### src/rtl/i2c_strap_pkg.sv
package i2c_strap_pkg;

  typedef enum logic [3:0] {
    ST_IDLE,
    ST_ADDR,
    ST_ACK_ADDR,
    ST_SUB,
    ST_ACK_SUB,
    ST_WDATA,
    ST_ACK_W,
    ST_RDATA,
    ST_RACK,
    ST_HOLD
  } tgt_state_e;

  localparam int unsigned SET_IDX  = 8;
  localparam int unsigned FLAG_IDX = 9;
  localparam int unsigned CTRL_IDX = 10;
  localparam int unsigned STAT_IDX = 11;

  function automatic logic [7:0] reg_reset(int unsigned idx);
    return (idx == CTRL_IDX) ? 8'h01 : 8'h00;
  endfunction

  // plain read/write bits
  function automatic logic [7:0] reg_wmask(int unsigned idx);
    return (idx < SET_IDX || idx == CTRL_IDX || idx > STAT_IDX) ? 8'hFF : 8'h00;
  endfunction

  // write-one-to-set bits
  function automatic logic [7:0] reg_smask(int unsigned idx);
    return (idx == SET_IDX) ? 8'hFF : 8'h00;
  endfunction

  // write-one-to-clear bits
  function automatic logic [7:0] reg_cmask(int unsigned idx);
    return (idx == FLAG_IDX) ? 8'hFF : 8'h00;
  endfunction

endpackage

### src/rtl/strap_addr_dec.sv
module strap_addr_dec (
  input  logic [1:0] lvl_lo_i,
  input  logic [1:0] lvl_hi_i,
  output logic [6:0] addr_o
);
  logic [6:0] base;

  always_comb begin
    case (lvl_hi_i)
      2'b00:   base = 7'h44;
      2'b01:   base = 7'h40;
      2'b10:   base = 7'h20;
      default: base = 7'h0C;
    endcase
    addr_o = base | {5'd0, lvl_lo_i};
  end
endmodule

### src/rtl/i2c_bus_sync.sv
module i2c_bus_sync #(
  parameter int STAGES = 2
) (
  input  logic clk,
  input  logic rst_n,
  input  logic scl_i,
  input  logic sda_i,
  output logic scl_o,
  output logic sda_o,
  output logic scl_rise_o,
  output logic scl_fall_o,
  output logic start_o,
  output logic stop_o
);
  logic [STAGES-1:0] scl_pipe;
  logic [STAGES-1:0] sda_pipe;
  logic              scl_q;
  logic              sda_q;

  always_ff @(posedge clk or negedge rst_n) begin
    if (!rst_n) begin
      scl_pipe <= '1;
      sda_pipe <= '1;
      scl_q    <= 1'b1;
      sda_q    <= 1'b1;
    end else begin
      scl_pipe <= {scl_pipe[STAGES-2:0], scl_i};
      sda_pipe <= {sda_pipe[STAGES-2:0], sda_i};
      scl_q    <= scl_pipe[STAGES-1];
      sda_q    <= sda_pipe[STAGES-1];
    end
  end

  assign scl_o      = scl_pipe[STAGES-1];
  assign sda_o      = sda_pipe[STAGES-1];
  assign scl_rise_o = scl_o & ~scl_q;
  assign scl_fall_o = ~scl_o & scl_q;
  assign start_o    = scl_o & scl_q & sda_q & ~sda_o;
  assign stop_o     = scl_o & scl_q & ~sda_q & sda_o;
endmodule

### src/rtl/i2c_tgt_engine.sv
module i2c_tgt_engine
  import i2c_strap_pkg::*;
(
  input  logic       clk,
  input  logic       rst_n,
  input  logic       scl_rise_i,
  input  logic       scl_fall_i,
  input  logic       start_i,
  input  logic       stop_i,
  input  logic       sda_i,
  input  logic [6:0] own_addr_i,
  input  logic [7:0] rd_data_i,
  output logic [7:0] ptr_o,
  output logic       sda_oe_o,
  output logic       wr_en_o,
  output logic [7:0] wr_addr_o,
  output logic [7:0] wr_data_o
);
  tgt_state_e state;
  logic [3:0] cnt;
  logic [7:0] shreg;
  logic [7:0] tx;
  logic [7:0] ptr;
  logic       rw;
  logic       ack_seen;
  logic [2:0] tx_idx;

  assign tx_idx = 3'(4'd7 - cnt);
  assign ptr_o  = ptr;

  always_ff @(posedge clk or negedge rst_n) begin
    if (!rst_n) begin
      state     <= ST_IDLE;
      cnt       <= '0;
      shreg     <= '0;
      tx        <= '0;
      ptr       <= '0;
      rw        <= 1'b0;
      ack_seen  <= 1'b0;
      sda_oe_o  <= 1'b0;
      wr_en_o   <= 1'b0;
      wr_addr_o <= '0;
      wr_data_o <= '0;
    end else begin
      wr_en_o <= 1'b0;
      if (stop_i) begin
        state    <= ST_IDLE;
        sda_oe_o <= 1'b0;
      end else if (start_i) begin
        state    <= ST_ADDR;
        cnt      <= '0;
        sda_oe_o <= 1'b0;
      end else begin
        case (state)
          ST_ADDR, ST_SUB, ST_WDATA: begin
            if (scl_rise_i && cnt != 4'd8) begin
              shreg <= {shreg[6:0], sda_i};
              cnt   <= cnt + 4'd1;
            end else if (scl_fall_i && cnt == 4'd8) begin
              cnt <= '0;
              if (state == ST_ADDR) begin
                if (shreg[7:1] == own_addr_i) begin
                  rw       <= shreg[0];
                  sda_oe_o <= 1'b1;
                  state    <= ST_ACK_ADDR;
                end else begin
                  state <= ST_IDLE;
                end
              end else if (state == ST_SUB) begin
                ptr      <= shreg;
                sda_oe_o <= 1'b1;
                state    <= ST_ACK_SUB;
              end else begin
                wr_en_o   <= 1'b1;
                wr_addr_o <= ptr;
                wr_data_o <= shreg;
                ptr       <= ptr + 8'd1;
                sda_oe_o  <= 1'b1;
                state     <= ST_ACK_W;
              end
            end
          end
          ST_ACK_ADDR: begin
            if (scl_fall_i) begin
              cnt <= '0;
              if (rw) begin
                tx       <= rd_data_i;
                sda_oe_o <= ~rd_data_i[7];
                ptr      <= ptr + 8'd1;
                state    <= ST_RDATA;
              end else begin
                sda_oe_o <= 1'b0;
                state    <= ST_SUB;
              end
            end
          end
          ST_ACK_SUB, ST_ACK_W: begin
            if (scl_fall_i) begin
              cnt      <= '0;
              sda_oe_o <= 1'b0;
              state    <= ST_WDATA;
            end
          end
          ST_RDATA: begin
            if (scl_rise_i) begin
              cnt <= cnt + 4'd1;
            end else if (scl_fall_i) begin
              if (cnt == 4'd8) begin
                sda_oe_o <= 1'b0;
                state    <= ST_RACK;
              end else begin
                sda_oe_o <= ~tx[tx_idx];
              end
            end
          end
          ST_RACK: begin
            if (scl_rise_i) begin
              ack_seen <= ~sda_i;
            end else if (scl_fall_i) begin
              if (ack_seen) begin
                tx       <= rd_data_i;
                sda_oe_o <= ~rd_data_i[7];
                ptr      <= ptr + 8'd1;
                cnt      <= '0;
                state    <= ST_RDATA;
              end else begin
                state <= ST_HOLD;
              end
            end
          end
          default: ;
        endcase
      end
    end
  end
endmodule

### src/rtl/cfg_reg_bank.sv
module cfg_reg_bank
  import i2c_strap_pkg::*;
#(
  parameter int NREG = 16
) (
  input  logic            clk,
  input  logic            rst_n,
  input  logic            wr_en_i,
  input  logic [7:0]      wr_addr_i,
  input  logic [7:0]      wr_data_i,
  input  logic [7:0]      rd_addr_i,
  input  logic [7:0]      hw_flag_set_i,
  input  logic            hw_stat_we_i,
  input  logic [7:0]      hw_stat_i,
  output logic [7:0]      rd_data_o,
  output logic [NREG*8-1:0] regs_o
);
  for (genvar i = 0; i < NREG; i++) begin : g_reg
    localparam logic [7:0] RST = reg_reset(i);
    localparam logic [7:0] WM  = reg_wmask(i);
    localparam logic [7:0] SM  = reg_smask(i);
    localparam logic [7:0] CM  = reg_cmask(i);
    logic [7:0] q;
    logic [7:0] nxt;
    logic       sel;

    assign sel = wr_en_i && (wr_addr_i == 8'(i));

    always_comb begin
      nxt = q;
      if (sel) begin
        nxt = (nxt & ~WM) | (wr_data_i & WM);
        nxt = nxt | (wr_data_i & SM);
        nxt = nxt & ~(wr_data_i & CM);
      end
      if (i == FLAG_IDX) nxt = nxt | hw_flag_set_i;
      if (i == STAT_IDX && hw_stat_we_i) nxt = hw_stat_i;
    end

    always_ff @(posedge clk or negedge rst_n) begin
      if (!rst_n) q <= RST;
      else        q <= nxt;
    end

    assign regs_o[i*8 +: 8] = q;
  end

  always_comb begin
    rd_data_o = 8'h00;
    for (int i = 0; i < NREG; i++) begin
      if (rd_addr_i == 8'(i)) rd_data_o = regs_o[i*8 +: 8];
    end
  end
endmodule

### src/rtl/i2c_strap_regs.sv
module i2c_strap_regs #(
  parameter int NREG        = 16,
  parameter int SYNC_STAGES = 2
) (
  input  logic              clk,
  input  logic              rst_n,
  input  logic              scl_i,
  input  logic              sda_i,
  output logic              sda_oe_o,
  input  logic [1:0]        strap_lo_i,
  input  logic [1:0]        strap_hi_i,
  input  logic [7:0]        hw_flag_set_i,
  input  logic              hw_stat_we_i,
  input  logic [7:0]        hw_stat_i,
  output logic [NREG*8-1:0] regs_o
);
  logic       scl_s, sda_s, scl_rise, scl_fall, start_det, stop_det;
  logic [6:0] own_addr;
  logic [7:0] ptr, rd_data, wr_addr, wr_data;
  logic       wr_en;

  strap_addr_dec u_addr (
    .lvl_lo_i (strap_lo_i),
    .lvl_hi_i (strap_hi_i),
    .addr_o   (own_addr)
  );

  i2c_bus_sync #(.STAGES(SYNC_STAGES)) u_sync (
    .clk        (clk),
    .rst_n      (rst_n),
    .scl_i      (scl_i),
    .sda_i      (sda_i),
    .scl_o      (scl_s),
    .sda_o      (sda_s),
    .scl_rise_o (scl_rise),
    .scl_fall_o (scl_fall),
    .start_o    (start_det),
    .stop_o     (stop_det)
  );

  i2c_tgt_engine u_eng (
    .clk        (clk),
    .rst_n      (rst_n),
    .scl_rise_i (scl_rise),
    .scl_fall_i (scl_fall),
    .start_i    (start_det),
    .stop_i     (stop_det),
    .sda_i      (sda_s),
    .own_addr_i (own_addr),
    .rd_data_i  (rd_data),
    .ptr_o      (ptr),
    .sda_oe_o   (sda_oe_o),
    .wr_en_o    (wr_en),
    .wr_addr_o  (wr_addr),
    .wr_data_o  (wr_data)
  );

  cfg_reg_bank #(.NREG(NREG)) u_bank (
    .clk           (clk),
    .rst_n         (rst_n),
    .wr_en_i       (wr_en),
    .wr_addr_i     (wr_addr),
    .wr_data_i     (wr_data),
    .rd_addr_i     (ptr),
    .hw_flag_set_i (hw_flag_set_i),
    .hw_stat_we_i  (hw_stat_we_i),
    .hw_stat_i     (hw_stat_i),
    .rd_data_o     (rd_data),
    .regs_o        (regs_o)
  );
endmodule

### config.mk
export PLATFORM = sky130hd
export DESIGN_NAME = i2c_strap_regs
export DESIGN_NICKNAME = d
export VERILOG_FILES = /design/src/rtl/i2c_strap_pkg.sv /design/src/rtl/strap_addr_dec.sv /design/src/rtl/i2c_bus_sync.sv /design/src/rtl/i2c_tgt_engine.sv /design/src/rtl/cfg_reg_bank.sv /design/src/rtl/i2c_strap_regs.sv
export SDC_FILE = /design/constraint.sdc
export NUM_CORES = 1
export LEC_CHECK = 0
export ABC_AREA = 1
export BUFFER_PORTS_ARGS = -buffer_cell sky130_fd_sc_hd__buf_2
export CAP_MARGIN = 20
export CORE_MARGIN = 4
export CORE_UTILIZATION = 50
export DETAILED_ROUTE_END_ITERATION = 10
export PLACE_DENSITY = 0.74
export SLEW_MARGIN = 20
export SYNTH_ARGS = -nofsm -noshare
export SYNTH_HDL_FRONTEND = slang
export SYNTH_HIERARCHICAL = 1
export SYNTH_SLANG_ARGS = --single-unit
### constraint.sdc
create_clock -name clk -period 2.6 [get_ports clk]
set_input_delay 0.13 -clock clk [delete_from_list [all_inputs] [get_ports clk]]
set_output_delay 0.13 -clock clk [all_outputs]
set_load 0.005 [all_outputs]
==> results of run 1 <==
-- stage by stage --
step	utilization (%)	total power, W
finish	61.0	0.00848
floorplan	-	0.00520
global route	61.0	0.00896
CTS	60.9	0.00846
global placement	56.6	0.00579
detailed placement	56.6	0.00584
-- cell usage in the layout, fill, tap and decap left out, types with 2 or more instances in the layout --
cell / count
inv_1: 125
nand2_2: 11
clkinv_4: 4
mux2_2: 6
buf_12: 2
inv_6: 3
xnor2_1: 8
nand4_1: 33
ha_1: 7
nor2_2: 6
dlygate4sd3_1: 19
o21ai_1: 45
nor3_2: 3
buf_4: 20
dfstp_2: 7
clkbuf_16: 17
a31oi_1: 2
nor4_4: 2
inv_8: 4
buf_2: 152
o21bai_1: 2
or2_2: 4
nand2_1: 367
clkbuf_1: 2
a21oi_1: 12
inv_2: 4
nor3_1: 8
xor2_1: 3
o21ai_2: 2
o21ai_0: 132
dfrtp_1: 179
nand3_1: 65
nor2_1: 82
-- final cells by class --
class / count / share of cell area (%)
clock inverter: 13 / 1.39
sequential: 186 / 42.4
clock buffer: 19 / 3.94
timing repair buffer: 194 / 10.5
inverter: 129 / 4.41
multi-input combinational: 811 / 34.7
tap: 229 / 2.61
-- worst paths after layout --
| kind | from | to | slack (ns) | depth (start not counted) |
|---|---|---|---|---|
| setup / recovery | u_eng/ptr_o[5] | u_eng/tx[0] | 0.26 | 14 |
| hold / removal | hw_stat_we_i | u_bank/g_reg[11].q[7] | 0.05 | 3 |
| setup reg to reg | u_eng/ptr_o[5] | u_eng/tx[0] | 0.26 | 14 |
| hold reg to reg | u_sync/sda_pipe[0] | u_sync/sda_pipe[1] | 0.36 | 0 |
| max in group asynchronous | rst_n | u_bank/g_reg[10].q[0] | 1.52 | 3 |
| min in group asynchronous | rst_n | u_eng/shreg[5] | 0.26 | 2 |
-- tightest hold or removal path, delay by kind of cell --
| family | cells | cell delay (ns) |
|---|---|---|
| AOI/OAI and AO/OA | 1 | 0.07 |
| buffers and inverters | 1 | 0.17 |
| and+or+nand+nor | 1 | 0.07 |
-- kinds of logic after synthesis --
| logic type | Yosys count |
|---|---|
| adder cells (fa/ha/maj) | 7 |
| AND/OR/NAND/NOR | 589 |
| multiplexers | 6 |
| flip-flops | 186 |
| other | 1 |
| AO/OA/AOI/OAI | 197 |
| buffers and inverters | 165 |
| XOR/XNOR | 11 |
-- routing by layer --
| layer | up-vias | part of all wire, % |
|---|---|---|
| li1 | 4100 | - |
| met1 | 4150 | 42 |
| met2 | 469 | 46 |
| met3 | 61 | 10 |
| met4 | 0 | 2.4 |
| met5 | - | 0 |
-- state kept, by name, indices dropped and copies added (netlist names) --
register	count
u_eng/state	4
u_sync/scl_q	1
u_bank/g.q	128
u_eng/ack_seen	1
u_eng/cnt	4
u_sync/scl_pipe	2
u_eng/ptr_o	8
u_eng/shreg	8
u_eng/wr_data_o	8
u_eng/tx	8
u_eng/wr_en_o	1
u_sync/sda_q	1
u_eng/sda_oe_o	1
u_sync/sda_pipe	2
u_eng/rw	1
u_eng/wr_addr_o	8
-- power by group --
| group | internal [W] | total [W] | switching, W |
|---|---|---|---|
| Combinational | 0.000802 | 0.00248 | 0.00168 |
| Sequential | 0.00312 | 0.00339 | 0.000271 |
| Clock | 0.00137 | 0.00260 | 0.00123 |
-- timing repair --
action	CTS	global route
gates resized for setup	0	3
setup endpoints to repair	0	5
hold buffers	19	0
hold endpoints to repair	84	0
==> flow_summary.toml, run 1 <==
[status]
outcome = "finished, final reports clean"

[synth]
synth-main-ff-cell = "dfrtp_1"
synthTopCellsByArea = "dfrtp_1 (49%), nand2_1 (15%), o21ai_0 (7.2%), inv_1 (5.1%), nand3_1 (3.5%)"
netlist_area_um2 = 9220
syn_nets = 1194
synth_xor_area_share_pct = 1.05
synth_edf_count = 0
ys_types = 39
synth.cells.most_frequent = "nand2_1 (368), dfrtp_1 (179), o21ai_0 (132)"
synthAdderAreaFrac_pct = 0.950
synth_top_area_share_pct = 48.6
ys_seq_elements = 186
avgSynthCellArea_um2 = 7.93
synth_compound_area_share_pct = 10.9
async_flop_share_pct = 100
synthMuxAreaShare_pct = 0.733
syn_inst = 1162
synthSimpleGateAreaFrac_pct = 27.6
synth_top_family_by_area = "simple AND/OR/NAND/NOR gates"
synth_area_leader_cell = "dfrtp_1"
synth_most_common_cell = "nand2_1"
yosys_warnings = 6
seq_area_frac_synth_pct = 50.6

[placed_design]
dp_slack_ns = 0.201
dpl_cell_area_um2 = 10200
port_buffers = 153
place_congestion = 0.997
placed_cells = 1530
hpwl_mm = 20.1

[sta]
clock_skew_ns = 0.0120
finalWorstSetupSlack_ns = 0.256
tns_ns = 0
fin_hold_ws_ns = 0.0456
tightest_slew_ns = 0.828
finalCritPeriodShare_pct = 90.2
fmax_mhz = 427
setup_viol = 0
drv_slew = 0
min_period_ns = 2.34
slew_headroom_pct = 44.8
finalHoldViolCount = 0

[critical_path]
crit_required_ns = 2.92
cp.arrival_ns = 2.67
cp_cell_sequence = "nor2_1, nand2_2, inv_1, buf_4, nand3_1, nand4_1, nor2_1, nand4_1, nand2_1, nand4_1, nor2_1, nand4_1, nand2_1, o21ai_1"
cp_top_family = "simple AND/OR/NAND/NOR gates"
critPathMostFrequentCell = "nand4_1"
slowest_delay_ns = 0.42
worstPathMaxFanout = 16
cp-start-kind = "flop"
path_buf_inv = 2
slowest_stage = "dfrtp_1"
worstSetupPathType = "flop to flop"
cp-end-kind = "flop"

[final_layout]
drive_above_1_share_pct = 19.0
stdcell_area_um2 = 11000
diodes = 0
fillers = 1584
syn_to_final_growth_pct = 19.2
instances_no_fill = 1581
multi_input_area_um2 = 3820
final_nets = 1371
regArea_um2 = 4660

[global_route]
grt_usage_pct = 27.1
busiest_layer = "met2"
grt_pass1_vias = 8153
grt_pass1_wl_mm = 43.4
grt_max_degree = 71
use_met2_pct = 42.0
grt_use_met1_pct = 38.3
gr-total-overflow = 0
antenna_found_initial = 0
grt_util_met3_pct = 5.89

[clocking]
cts_tree = "yes"
cts_made_buffers = 17
cts.htree.levels = 4
clk_path_buf_depth = 2
cts-root-buf = "clkbuf_16"
postCtsSetupBuffers = 0
clk_pin_slew_worst_paths_ns = 0.07
clkLatencyLatePin_ns = 0.44
cts_num_sinks = 186

[die]
die_w_um = 144
boundaryPins = 154
core_um2 = 18000
die_h_um = 144
dieArea_um2 = 20700
placementRows = 49
start_util_pct = 51.1

[min_path]
holdCritPathClass = "input pin to flop"

[pwr]
p_per_area_nw_per_um2 = 772
ir_worst_vdd_v = 0.000588
leakagePower_nw = 5.42

[detailed_routing]
drtIter0Drc = 965
wire_per_inst_um = 17.6
firstDrtPassIters = 6
viasPerCell = 5.55
drc = 0
drt_wl_total_mm = 27.9
ant_nets = 0
vias = 8780

[job]
cap_violations = 0
Note: power is estimated with default switching activity, not from simulation.
==> run 2, diff against run 1 <==
Settings changed: MAX_ROUTING_LAYER set to met4, PLACE_DENSITY 0.74 to 0.69.
==> run 2 against run 1 <==
Compared with the run above:
- global-route usage up 1.4 points
- first-iteration DRC count shrank 8.4%
- cell area rose by 0.24%
- largest power group unchanged
- total power grew 0.12%
- clock skew decreased by 0.00089 ns
- final cell count rose by 0.25%
- non-clock buffer count is 4 higher
- via count shrank 0.84%
==> flow_summary.toml, run 2 (synthesized netlist as in run 1, its figures left out) <==
[status]
outcome = "finished, final reports clean"

[sta]
finalWorstSetupSlack_ns = 0.237
finalCritPeriodShare_pct = 90.9
finalHoldViolCount = 0
rsz0062_at_grt = "false"
tns_ns = 0
slew_headroom_pct = 46.1
drv_slew = 0
fmax_mhz = 423
clock_skew_ns = 0.0111
min_period_ns = 2.36
tightest_slew_ns = 0.807
setup_viol = 0

[clocking]
cts_made_buffers = 17
clk_path_buf_depth = 2
clkLatencyLatePin_ns = 0.43
cts_tree = "yes"
clk_pin_slew_worst_paths_ns = 0.08
cts_num_sinks = 186
cts-root-buf = "clkbuf_16"
cts.htree.levels = 4

[detailed_routing]
ant_nets = 0
drt_wl_total_mm = 28.0
wire_per_inst_um = 17.7
viasPerCell = 5.49
firstDrtPassIters = 6
drc = 0
drtIter0Drc = 884
vias = 8706

[global_route]
gr-total-overflow = 0
grt_pass1_wl_mm = 44.3
grt_max_degree = 79
grt_pass1_vias = 8261
grt_usage_pct = 28.4
antenna_found_initial = 0

[min_path]
holdCritPathClass = "input pin to flop"
hp-start = "hw_stat_we_i"

[critical_path]
cp-end-kind = "flop"
worstSetupPathType = "flop to flop"
crit_required_ns = 2.97
worstPathMaxFanout = 9
cp-start-kind = "flop"
cp.arrival_ns = 2.73
critPathLaunch = "u_eng/ptr_o[6]"
r2r_slack_ns = 0.24
r2r-start = "u_eng/ptr_o[6]"

[placed_design]
hpwl_mm = 20.4
dp_slack_ns = 0.221
placed_cells = 1533
place_congestion = 0.949
port_buffers = 153

[die]
die_w_um = 144
core_um2 = 18000
die_h_um = 144
dieArea_um2 = 20700
placementRows = 49
boundaryPins = 154
start_util_pct = 51.1

[job]
cap_violations = 0

[pwr]
power.total_w = 0.00849
ir_worst_vdd_v = 0.000517
leakagePower_nw = 5.44
p_per_area_nw_per_um2 = 771

[final_layout]
final_cell_mix = "nand2_1 (368), dfrtp_1 (178), buf_2 (152)"
final_nets = 1375
syn_to_final_growth_pct = 19.5
final_common_cell = "nand2_1"
instances_no_fill = 1585
largest_reg_flops = 128
diodes = 0
drive_above_1_share_pct = 19.7
top_register = "u_bank/g.q"
[run 2: path summary, 6_finish.rpt]
path | cells after the start | endpoint
worst max-delay path | 20 | u_eng/sda_oe_o
worst min-delay path | 3 | u_bank/g_reg[11].q[3]
worst max register to register | 20 | u_eng/sda_oe_o
worst min register to register | 0 | u_sync/sda_pipe[1]
max in group asynchronous | 3 | u_bank/g_reg[8].q[4]
min in group asynchronous | 2 | u_eng/shreg[5]
[run 2: worst max-delay path, cell delays in order (launching register included)]
cell and delay [ns]:
dfrtp_1 0.40, nor2_1 0.06, nand2_1 0.12, buf_4 0.19
nor2_1 0.06, buf_4 0.16, nand2_1 0.07, nand3_1 0.11
nor3_2 0.12, nand4_1 0.15, nand2_1 0.12, nand4_1 0.08
nand2_1 0.08, nand4_1 0.12, inv_1 0.08, nand2_1 0.05
nand2_1 0.05, inv_1 0.04, a21oi_1 0.11, nor2_1 0.05
nor2_1 0.07
[run 2: final cells by class]
type,count,area [um2]
Clock buffer,18,429
Clock inverter,14,154
Fill cell,1638,7010
Inverter,129,484
Multi-Input combinational cell,811,3830
Sequential cell,186,4660
Tap cell,229,287
Timing Repair Buffer,198,1170
[run 2: what timing repair did]
action,4_1_cts,5_1_grt
setup buffers,0,1
setup endpoints to repair,0,1
hold buffers,19,0
hold endpoints to repair,90,0
resized for setup,0,8
[run 2: report_power, final]
part | switching, W | internal (W) | total [W]
clock | 0.00123 | 0.00137 | 0.00260
sequential | 0.000264 | 0.00312 | 0.00339
combinational | 0.00169 | 0.000818 | 0.00250
total | 0.00318 | 0.00531 | 0.00849
[run 2: metal layers]
metal	global-route usage (%)	up-vias	part of all wire (%)
met5	-	-	0
met4	8.23	0	2.6
met3	5.22	58	7.7
met2	42.4	417	45
met1	40.1	4142	44
li1	-	4089	-
[run 2: per-stage QoR]
stage / hold slack (ns) / area [um2] / utilization, %
2_1_floorplan: -0.166 / 9220 / -
3_5_place_dp: 0.225 / 10200 / 56.7
5_1_grt: 0.0577 / 11000 / 61.1
4_1_cts: 0.0353 / 11000 / 61.0
6_report: 0.0477 / 11000 / 61.1
3_3_place_gp: 0.228 / 10200 / 56.7
